## config.mk

```make
export PLATFORM = sky130hd
export DESIGN_NAME = hwmon_irq_agg
export DESIGN_NICKNAME = d
export VERILOG_FILES = /design/src/rtl/hwmon_irq_pkg.sv /design/src/rtl/hwmon_stat_word.sv /design/src/rtl/hwmon_mask_reg.sv /design/src/rtl/hwmon_irq_gen.sv /design/src/rtl/hwmon_irq_agg.sv
export SDC_FILE = /design/constraint.sdc
export NUM_CORES = 1
export LEC_CHECK = 0
export BUFFER_PORTS_ARGS = -buffer_cell sky130_fd_sc_hd__buf_4
export CAP_MARGIN = 20
export CORE_ASPECT_RATIO = 0.9
export CORE_MARGIN = 5
export CORE_UTILIZATION = 42
export DETAILED_ROUTE_END_ITERATION = 7
export PLACE_DENSITY = 0.72
export REMOVE_ABC_BUFFERS = 1
export SYNTH_ARGS = -nofsm -noshare
export SYNTH_HDL_FRONTEND = slang
export SYNTH_SLANG_ARGS = --single-unit
```

## constraint.sdc

```tcl
create_clock -name clk_i -period 1.6 [get_ports clk_i]
set_clock_uncertainty 0.1 [all_clocks]
set_input_delay 0 -clock clk_i [delete_from_list [all_inputs] [get_ports clk_i]]
set_output_delay 0 -clock clk_i [all_outputs]
set_load 0.02 [all_outputs]
```

## src/rtl/hwmon_irq_pkg.sv

```systemverilog
package hwmon_irq_pkg;
  localparam int unsigned REG_W = 8;
  localparam int unsigned ADR_W = 2;

  // bits that exist in each register
  localparam logic [REG_W-1:0] STAT1_LIVE = 8'hDF;
  localparam logic [REG_W-1:0] STAT2_LIVE = 8'h99;
  localparam logic [REG_W-1:0] MSK1_LIVE  = 8'hFF;
  localparam logic [REG_W-1:0] MSK2_LIVE  = 8'hF9;

  // temperature error positions in the status words
  localparam int unsigned TS1_STAT_BIT = 4;  // word 1
  localparam int unsigned TS2_STAT_BIT = 0;  // word 2
  localparam int unsigned TS3_STAT_BIT = 7;  // word 2
  // thermal-alarm mask positions
  localparam int unsigned TS1_ALM_BIT  = 5;  // mask 1
  localparam int unsigned TS2_ALM_BIT  = 5;  // mask 2
  localparam int unsigned TS3_ALM_BIT  = 6;  // mask 2

  typedef enum logic [ADR_W-1:0] {
    SEL_STAT1 = 2'd0,
    SEL_STAT2 = 2'd1,
    SEL_MSK1  = 2'd2,
    SEL_MSK2  = 2'd3
  } reg_sel_e;
endpackage

```

## src/rtl/hwmon_stat_word.sv

```systemverilog
module hwmon_stat_word #(
  parameter int unsigned    W    = 8,
  parameter logic [W-1:0]   LIVE = '1
) (
  input  logic         clk_i,
  input  logic         rst_ni,
  input  logic [W-1:0] evt_i,
  input  logic         clr_i,
  output logic [W-1:0] stat_o
);
  logic [W-1:0] st_q, st_d, evt_live;
  logic         st_en;

  always_comb begin
    evt_live = evt_i & LIVE;
    st_en    = clr_i | (|evt_live);
    st_d     = (clr_i ? '0 : st_q) | evt_live;
  end

  always_ff @(posedge clk_i or negedge rst_ni) begin
    if (!rst_ni)    st_q <= '0;
    else if (st_en) st_q <= st_d;
  end

  assign stat_o = st_q;


  evt_latch_chk: assert property (@(posedge clk_i) disable iff (!rst_ni)
    (|(evt_i & LIVE)) |=> ((stat_o & $past(evt_i & LIVE)) == $past(evt_i & LIVE)));

  clr_empty_chk: assert property (@(posedge clk_i) disable iff (!rst_ni)
    (clr_i && !(|(evt_i & LIVE))) |=> (stat_o == '0));

  hold_chk: assert property (@(posedge clk_i) disable iff (!rst_ni)
    (!clr_i && !(|evt_i)) |=> $stable(stat_o));
endmodule

```

## src/rtl/hwmon_mask_reg.sv

```systemverilog
module hwmon_mask_reg #(
  parameter int unsigned  W    = 8,
  parameter logic [W-1:0] LIVE = '1
) (
  input  logic         clk_i,
  input  logic         rst_ni,
  input  logic         wr_i,
  input  logic [W-1:0] wdata_i,
  output logic [W-1:0] msk_o
);
  logic [W-1:0] msk_q, msk_d;

  always_comb msk_d = wdata_i & LIVE;

  always_ff @(posedge clk_i or negedge rst_ni) begin
    if (!rst_ni)   msk_q <= '0;
    else if (wr_i) msk_q <= msk_d;
  end

  assign msk_o = msk_q;


  wr_upd_chk: assert property (@(posedge clk_i) disable iff (!rst_ni)
    wr_i |=> (msk_o == ($past(wdata_i) & LIVE)));

  msk_hold_chk: assert property (@(posedge clk_i) disable iff (!rst_ni)
    !wr_i |=> $stable(msk_o));
endmodule

```

## src/rtl/hwmon_irq_gen.sv

```systemverilog
module hwmon_irq_gen
  import hwmon_irq_pkg::*;
#(
  parameter int unsigned W = REG_W
) (
  input  logic         clk_i,
  input  logic         rst_ni,
  input  logic [W-1:0] stat1_i,
  input  logic [W-1:0] stat2_i,
  input  logic [W-1:0] msk1_i,
  input  logic [W-1:0] msk2_i,
  input  logic         rd_stat_i,
  input  logic         throttle_en_i,
  output logic         irq_o,
  output logic         alarm_o
);
  logic gap_q, gap_d;
  logic pend, hot;

  always_comb begin
    gap_d = rd_stat_i;
    pend  = (|(stat1_i & ~msk1_i & W'(STAT1_LIVE))) |
            (|(stat2_i & ~msk2_i & W'(STAT2_LIVE)));
    hot   = (stat1_i[TS1_STAT_BIT] & ~msk1_i[TS1_ALM_BIT]) |
            (stat2_i[TS2_STAT_BIT] & ~msk2_i[TS2_ALM_BIT]) |
            (stat2_i[TS3_STAT_BIT] & ~msk2_i[TS3_ALM_BIT]);
  end

  always_ff @(posedge clk_i or negedge rst_ni) begin
    if (!rst_ni) gap_q <= 1'b0;
    else         gap_q <= gap_d;
  end

  assign irq_o   = pend & ~gap_q;
  assign alarm_o = hot & throttle_en_i;


  gap_chk: assert property (@(posedge clk_i) disable iff (!rst_ni)
    rd_stat_i |=> !irq_o);

  irq_src_chk: assert property (@(posedge clk_i) disable iff (!rst_ni)
    irq_o |-> ((|(stat1_i & ~msk1_i)) || (|(stat2_i & ~msk2_i))));
endmodule

```

## src/rtl/hwmon_irq_agg.sv

```systemverilog
module hwmon_irq_agg
  import hwmon_irq_pkg::*;
(
  input  logic             clk_i,
  input  logic             rst_ni,
  input  logic [REG_W-1:0] evt1_i,
  input  logic [REG_W-1:0] evt2_i,
  input  logic [ADR_W-1:0] bus_addr_i,
  input  logic             bus_rd_i,
  input  logic             bus_wr_i,
  input  logic [REG_W-1:0] bus_wdata_i,
  output logic [REG_W-1:0] bus_rdata_o,
  input  logic             throttle_en_i,
  output logic             irq_o,
  output logic             therm_alarm_o
);
  localparam int unsigned NWORD = 2;

  logic rst_meta_q, rst_sync_q;
  always_ff @(posedge clk_i or negedge rst_ni) begin
    if (!rst_ni) begin
      rst_meta_q <= 1'b0;
      rst_sync_q <= 1'b0;
    end else begin
      rst_meta_q <= 1'b1;
      rst_sync_q <= rst_meta_q;
    end
  end

  logic [NWORD-1:0][REG_W-1:0] evt, stat, msk;
  logic [NWORD-1:0]            clr, wr;
  logic                        rd_stat;

  assign evt[0] = evt1_i;
  assign evt[1] = evt2_i;

  always_comb begin
    clr[0]  = bus_rd_i && (bus_addr_i == SEL_STAT1);
    clr[1]  = bus_rd_i && (bus_addr_i == SEL_STAT2);
    wr[0]   = bus_wr_i && (bus_addr_i == SEL_MSK1);
    wr[1]   = bus_wr_i && (bus_addr_i == SEL_MSK2);
    rd_stat = |clr;
  end

  for (genvar g = 0; g < NWORD; g++) begin : g_word
    localparam logic [REG_W-1:0] ST_LIVE = (g == 0) ? STAT1_LIVE : STAT2_LIVE;
    localparam logic [REG_W-1:0] MK_LIVE = (g == 0) ? MSK1_LIVE  : MSK2_LIVE;

    hwmon_stat_word #(.W(REG_W), .LIVE(ST_LIVE)) i_stat (
      .clk_i  (clk_i),
      .rst_ni (rst_sync_q),
      .evt_i  (evt[g]),
      .clr_i  (clr[g]),
      .stat_o (stat[g])
    );

    hwmon_mask_reg #(.W(REG_W), .LIVE(MK_LIVE)) i_msk (
      .clk_i   (clk_i),
      .rst_ni  (rst_sync_q),
      .wr_i    (wr[g]),
      .wdata_i (bus_wdata_i),
      .msk_o   (msk[g])
    );
  end

  hwmon_irq_gen #(.W(REG_W)) i_irq (
    .clk_i         (clk_i),
    .rst_ni        (rst_sync_q),
    .stat1_i       (stat[0]),
    .stat2_i       (stat[1]),
    .msk1_i        (msk[0]),
    .msk2_i        (msk[1]),
    .rd_stat_i     (rd_stat),
    .throttle_en_i (throttle_en_i),
    .irq_o         (irq_o),
    .alarm_o       (therm_alarm_o)
  );

  always_comb begin
    unique case (bus_addr_i)
      SEL_STAT1: bus_rdata_o = stat[0];
      SEL_STAT2: bus_rdata_o = stat[1];
      SEL_MSK1:  bus_rdata_o = msk[0];
      default:   bus_rdata_o = msk[1];
    endcase
  end
endmodule

```

==> summary.md, run 1 <==
| Metric | Value |
|---|---|
| Status | finished, final reports clean |
| RSZ-0062 raised after global routing | true |
| Worst EP required | 1.50 ns |
| Fin cells | 199 |
| Antenna Nets Post-Route | 0 |
| CTS H-Tree Depth | 1 |
| GRT overflow | 0 |
| Post-synthesis instance area | 1284 µm² |
| Min Tclk post-route | 1.518 ns |
| Initial DRT Pass Iterations | 4 |
| LEAKAGE | 0.8812 nW |
| Drt wl/cell | 14.85 µm |
| Port Buf Inserts | 35 |
| Share of layout cells above drive strength 1 | 40.76% |
| Reg2Reg Capture Point | g_word[0].i_stat.stat_o[4] |
| Peak Freq | ~0.66 GHz |
| Via count of the routed design | 980 |
| Sequential fraction of the synthesis area | a little over half |
| Post-synth top area share | 54.58% |
| Cell count after placement | 172 |
| Wire length of the first global-routing pass | 4726 µm |
| Synth Flop Type | dfrtp_1 |
| Initial Util | 42.86% |
| Syn avg cell area | 13.37 µm² |
| Hpwl dp | 2055 µm |
| Core Area | 2995 µm² |
| Critical path type | flop to output port |
| Total GRT Usage | 14.53% |
| Hold path depth | 2 |
| Antenna cells | 0 |
| Reg area | roughly 700 µm² |
| Post-synth top cells | dfrtp_1, mux2_2, a21o_1, inv_1, nand2b_1 |
| Routed vias/inst | 4.925 |
| Crit path max fanout | 3 |
| Total die area | between 4000 and 5000 µm² |
| WP data arrival | 1.42 ns |
| Reg2reg start | g_word[0].i_stat.stat_o[4] |
| Die height | 62.45 µm |
| Die width | 68.28 µm |
| WHS Endpoint | i_irq.gap_q |
| Initial antenna violation count | 0 |
| Period utilization | 94.87% |
| Vias in the first global route | 1,027 |
| Crit end category | output port |
| Max cap viols | 0 |
| DRC errors left | 0 |
| Row cnt | 19 |
| Area of the multi-input gates | 534.3 µm² |
| Hold Fails Final Rpt | 0 |
| TNS Setup | 0 ns |
| Most instantiated library cell after synthesis | dfrtp_1 |
| Yosys warning count | 0 |
| Slew Viols, Final | 0 |
| Gate Count Post-Synth | 96 |
| FILL cells | 258 |
| CTS max path bufs | 2 |
| Synth unique cells | 23 |
| Top cells by area, synth | dfrtp_1, mux2_2, a21o_1 |
| Synthesized flop and latch total | 28 |
| CTS tree | done |
| Min-Delay Path Class | input pin to flop |
| Final setup vio count | 0 |
| Number of flops mapped to enable cells by yosys | 0 |
| TritonCTS Sinks | 28 |
| CTS buffer count | 3 |
| Startpoint Class | flop |
| HP Start | bus_addr_i[1] |
| R2r setup slk | 0.70 ns |
| Iter 0 DRT Violations | 83 |
| Area added between synthesis and finish | 46.69% |
| Placer Congestion | approximately 0.74 |
| Synth area leader | dfrtp_1 |
| Worst IR Drop VDD | 0.6821 mV |
| Detailed Route WL | 2956 µm |
| Latest clock arrival within the worst-skew pair | 0.32 ns |
| Largest net degree at the start of global routing | 27 |
| Cell area power density | 920.5 nW/µm² |
| Clk slew on worst S/H paths | about 0.14 ns |
| Root Driver | clkbuf_4 |
| FFs w/ async S/R, synth | 100.0% |
| Final #Nets | 189 |
| R2R depth | 2 |
| Top-Level Pins | 41 |
-- worst max-delay path by stage --
stage,start,cells after the start,to
2_1_floorplan,g_word[0].i_msk.msk_o[3],4,irq_o
3_3_place_gp,g_word[0].i_stat.stat_o[4],5,irq_o
3_5_place_dp,g_word[0].i_stat.stat_o[4],5,irq_o
4_1_cts,g_word[0].i_stat.stat_o[4],5,irq_o
5_1_grt,g_word[0].i_stat.stat_o[4],5,irq_o
6_report,g_word[0].i_stat.stat_o[4],5,irq_o
-- final cells by class --
type                            instances  area share, %
Timing Repair Buffer                   59          26.64
Inverter                               11          2.193
Clock buffer                            3          1.196
Tap cell                               42          2.791
Sequential cell                        28          37.21
Clock inverter                          1          1.595
Multi-Input combinational cell         55          28.37
-- flip-flops by register name (all words and copies together), names as in the netlist --
register / flops
g_word.i_msk.msk_o: 14
rst_meta_q: 1
rst_sync_q: 1
i_irq.gap_q: 1
g_word.i_stat.stat_o: 11
-- worst max-delay path: stages, from the launching register on --
cell and delay [ns]:
dfrtp_1 0.43, nand2b_1 0.10, o2111ai_2 0.12, nor3_2 0.22
a21oi_2 0.09, buf_6 0.14
-- power breakdown --
part	leakage [nW]	internal, mW	switching [mW]
registers	0.306	0.793	0.0616
clock network	0.0279	0.253	0.202
logic	0.547	0.248	0.176
total	0.881	1.29	0.440
-- cell families after synthesis --
| family | Yosys count | share of synthesized area (%) |
|---|---|---|
| buffers and inverters | 13 | 4.679 |
| AOI/OAI and AO/OA | 18 | 10.62 |
| and+or+nand+nor | 14 | 7.017 |
| DFF | 28 | 54.58 |
| muxes | 22 | 22.81 |
| other | 1 | 0.2921 |
-- per-layer routing --
| metal | GRT usage [%] | wire length, µm |
|---|---|---|
| met1 | 18.81 | 1185 |
| met2 | 24.91 | 1561 |
| met3 | 3.777 | 208 |
| met4 | 1.489 | 0 |
| met5 | 0 | 0 |
-- stage by stage --
step	area [µm²]	setup slack, ns	hold WS (ns)	util (%)	power (mW)
after floorplan	1265	0.4764	-0.3956	-	1.076
after global placement	1588	0.4063	-0.3185	53.01	1.226
after detailed placement	1588	0.4103	-0.3167	53.01	1.239
after CTS	1861	0.006346	0.02063	62.11	1.742
after global routing	1883	-0.01240	0.006904	62.87	1.829
final	1883	0.08206	0.03064	62.87	1.733
-- layout by cell type (no fill, tap or decap), drive strengths merged, types with 3 or more instances in the layout --
master / netlist / final
clkbuf: 0 / 3
mux4: 4 / 4
nand2b: 4 / 4
inv: 11 / 11
dfrtp: 28 / 28
buf: 2 / 37
mux2i: 3 / 3
a21o: 11 / 11
mux2: 15 / 15
dlygate4sd3: 0 / 22
-- what timing repair did --
| action | CTS | global route |
|---|---|---|
| buffers inserted | 0 | 1 |
| resized for setup | 0 | 5 |
| setup endpoints to repair | 0 | 2 |
| endpoints found under the hold margin | 28 | 0 |
| hold buffers | 22 | 0 |
Note: power is estimated with default switching activity, not from simulation.
==> inputs of run 2 (changes only) <==
--- a/config.mk
+++ b/config.mk
@@ -10,6 +10,7 @@
 export CORE_ASPECT_RATIO = 0.9
 export CORE_MARGIN = 5
 export CORE_UTILIZATION = 42
+export CTS_BUF_LIST = sky130_fd_sc_hd__clkbuf_8
 export DETAILED_ROUTE_END_ITERATION = 7
 export PLACE_DENSITY = 0.72
 export REMOVE_ABC_BUFFERS = 1
==> run 2 against run 1 <==
  * Power up 5.1%
  * Sequential power about the same
  * Via count up 3.8%
  * Final area up 0.46%
  * Die area unchanged
  * Fmax up 2.4%
  * Clock power up 21%
  * Sequential share of layout area down 0.17 points
  * Core utilization up 0.29 points
  * Combinational power down 2%
  * Highest routed layer is now met4
==> summary.md, run 2 (synthesis results as in run 1) <==
| Metric | Value |
|---|---|
| Initial DRT Pass Iterations | 5 |
| Comb pwr share | 22.9% |
| Clock power frac | 30.2% |
| Drt wl/cell | 15.08 µm |
| Min Tclk post-route | 1.483 ns |
| Power Internal | 1.372 mW |
| Slew Viols, Final | 0 |
| Sw Pwr | roughly 0.45 mW |
| Hpwl dp | 2055 µm |
| Top-Level Pins | 41 |
| Initial antenna violation count | 0 |
| Routed vias/inst | about 5.1 |
| R2r setup slk | about 0.70 ns |
| Largest net degree at the start of global routing | 27 |
| Max FFs per register | 14 |
| Period utilization | 92.68% |
| Worst IR Drop VDD | 0.6786 mV |
| Final #Nets | 189 |
| Latest clock arrival within the worst-skew pair | 0.27 ns |
| Worst EP required | 1.50 ns |
| CTS max path bufs | 2 |
| Die height | 62.45 µm |
| Critical path type | flop to output port |
| Iter 0 DRT Violations | 88 |
| DRC errors left | 0 |
| TNS Setup | 0 ns |
| CP startpoint | g_word[1].i_stat.stat_o[0] |
| Fin cells | roughly 200 |
| Initial Util | 42.86% |
| Via count of the routed design | 1,017 |
| Area added between synthesis and finish | 47.37% |
| Row cnt | 19 |
| CTS tree | done |
| Detailed Route WL | 3000 µm |
| RSZ-0062 raised after global routing | false |
| Commonest non-fill, non-tap cell in the layout | buf_4 |
| Die width | 68.28 µm |
| Vias in the first global route | 1,006 |
| CTS buffer count | 3 |
| Final setup vio count | 0 |
| Commonest non-fill, non-tap cells in the layout | buf_4, dfrtp_1, dlygate4sd3_1 |
| Fin Hold WS | 0.09411 ns |
| Min-Delay Path Class | input pin to flop |
| Antenna cells | 0 |
| Share of layout cells above drive strength 1 | 38.85% |
| Crit end category | output port |
| Sequential Power Share | between 40% and 50% |
| Port Buf Inserts | 35 |
| Cell count after placement | ~170 |
| R2R depth | 2 |
| CTS H-Tree Depth | 1 |
| Crit path max fanout | 4 |
| Max cap viols | 0 |
| Placer Congestion | approximately 0.74 |
| Post-layout util | 63.16% |
| Cell area power density | around 960 nW/µm² |
| GRT overflow | 0 |
| Reg2Reg Capture Point | g_word[0].i_stat.stat_o[4] |
| Reg2reg start | g_word[0].i_stat.stat_o[4] |
| Status | finished, final reports clean |
| WP data arrival | 1.38 ns |
| Hold Fails Final Rpt | 0 |
| Peak Freq | around 0.67 GHz |
| Switch share | 24.66% |
| Total die area | approximately 4300 µm² |
| TritonCTS Sinks | 28 |
| LEAKAGE | between 0.8 and 0.9 nW |
| Clk slew on worst S/H paths | 0.10 ns |
| Root Driver | clkbuf_8 |
| Antenna Nets Post-Route | 0 |
| CP endpoint | bus_rdata_o[0] |
| Startpoint Class | flop |
| Total GRT Usage | approximately 15% |
| Core Area | 2995 µm² |
| Wire length of the first global-routing pass | 4692 µm |
==> run 2: cell counts in the layout (fill, tap and decap cells not counted) <==
Identical to the previous run, type by type.
==> run 2: through the flow <==
step / instance area (µm²) / total power, mW / setup slack [ns]
after detailed placement: 1588 / 1.239 / 0.4103
final: 1892 / 1.822 / 0.1171
after global routing: 1892 / 1.910 / 0.01097
after global placement: 1588 / 1.226 / 0.4063
after floorplan: 1265 / 1.076 / 0.4764
after CTS: 1879 / 1.831 / 0.08999
==> run 2: worst min-delay path by stage <==
stage / slack [ns] / to / from / cells past startpoint
6_report: 0.09 / g_word[0].i_msk.msk_o[6] / bus_wr_i / 3
3_5_place_dp: -0.32 / rst_meta_q / rst_ni / 1
4_1_cts: 0.1 / g_word[0].i_msk.msk_o[6] / bus_wr_i / 3
3_3_place_gp: -0.32 / rst_sync_q / rst_ni / 1
2_1_floorplan: -0.40 / rst_meta_q / rst_ni / 0
5_1_grt: 0.09 / g_word[0].i_msk.msk_o[0] / bus_wr_i / 3
==> run 2: worst max-delay path, stage by stage (launching register included) <==
cell	delay (ns)
dfrtp_1	0.42
mux4_1	0.52
buf_4	0.17
==> run 2: metal layers <==
metal | vias to the layer above | GRT usage (%) | wire [µm]
met3 | 2 | 3.777 | 212
met1 | 516 | 19.32 | 1220
li1 | 459 | - | -
met5 | - | 0 | 0
met2 | 40 | 24.43 | 1550
met4 | 0 | 2.233 | 17
==> run 2: timing repair <==
action                                  CTS  global route
setup buffers                             0             1
endpoints found under the hold margin    28             0
gates resized for setup                   0             1
endpoints found under the setup margin    0             1
hold buffers                             22             0
==> run 2: power by group through the flow <==
stage,combinational (mW),sequential (mW),clock (mW)
6_report,0.417,0.855,0.550
3_5_place_dp,0.371,0.868,0
5_1_grt,0.447,0.865,0.597
2_1_floorplan,0.220,0.856,0
3_3_place_gp,0.363,0.863,0
4_1_cts,0.415,0.853,0.562
==> run 2: area by class of cell <==
cell class	instances	area, µm²
clock buffer	3	41.29
clock inverter	1	30.03
fill	263	1104
inverter	11	41.29
multi-input combinational	55	528.0
sequential	28	700.7
tap	42	52.55
timing repair buffer	59	498.0
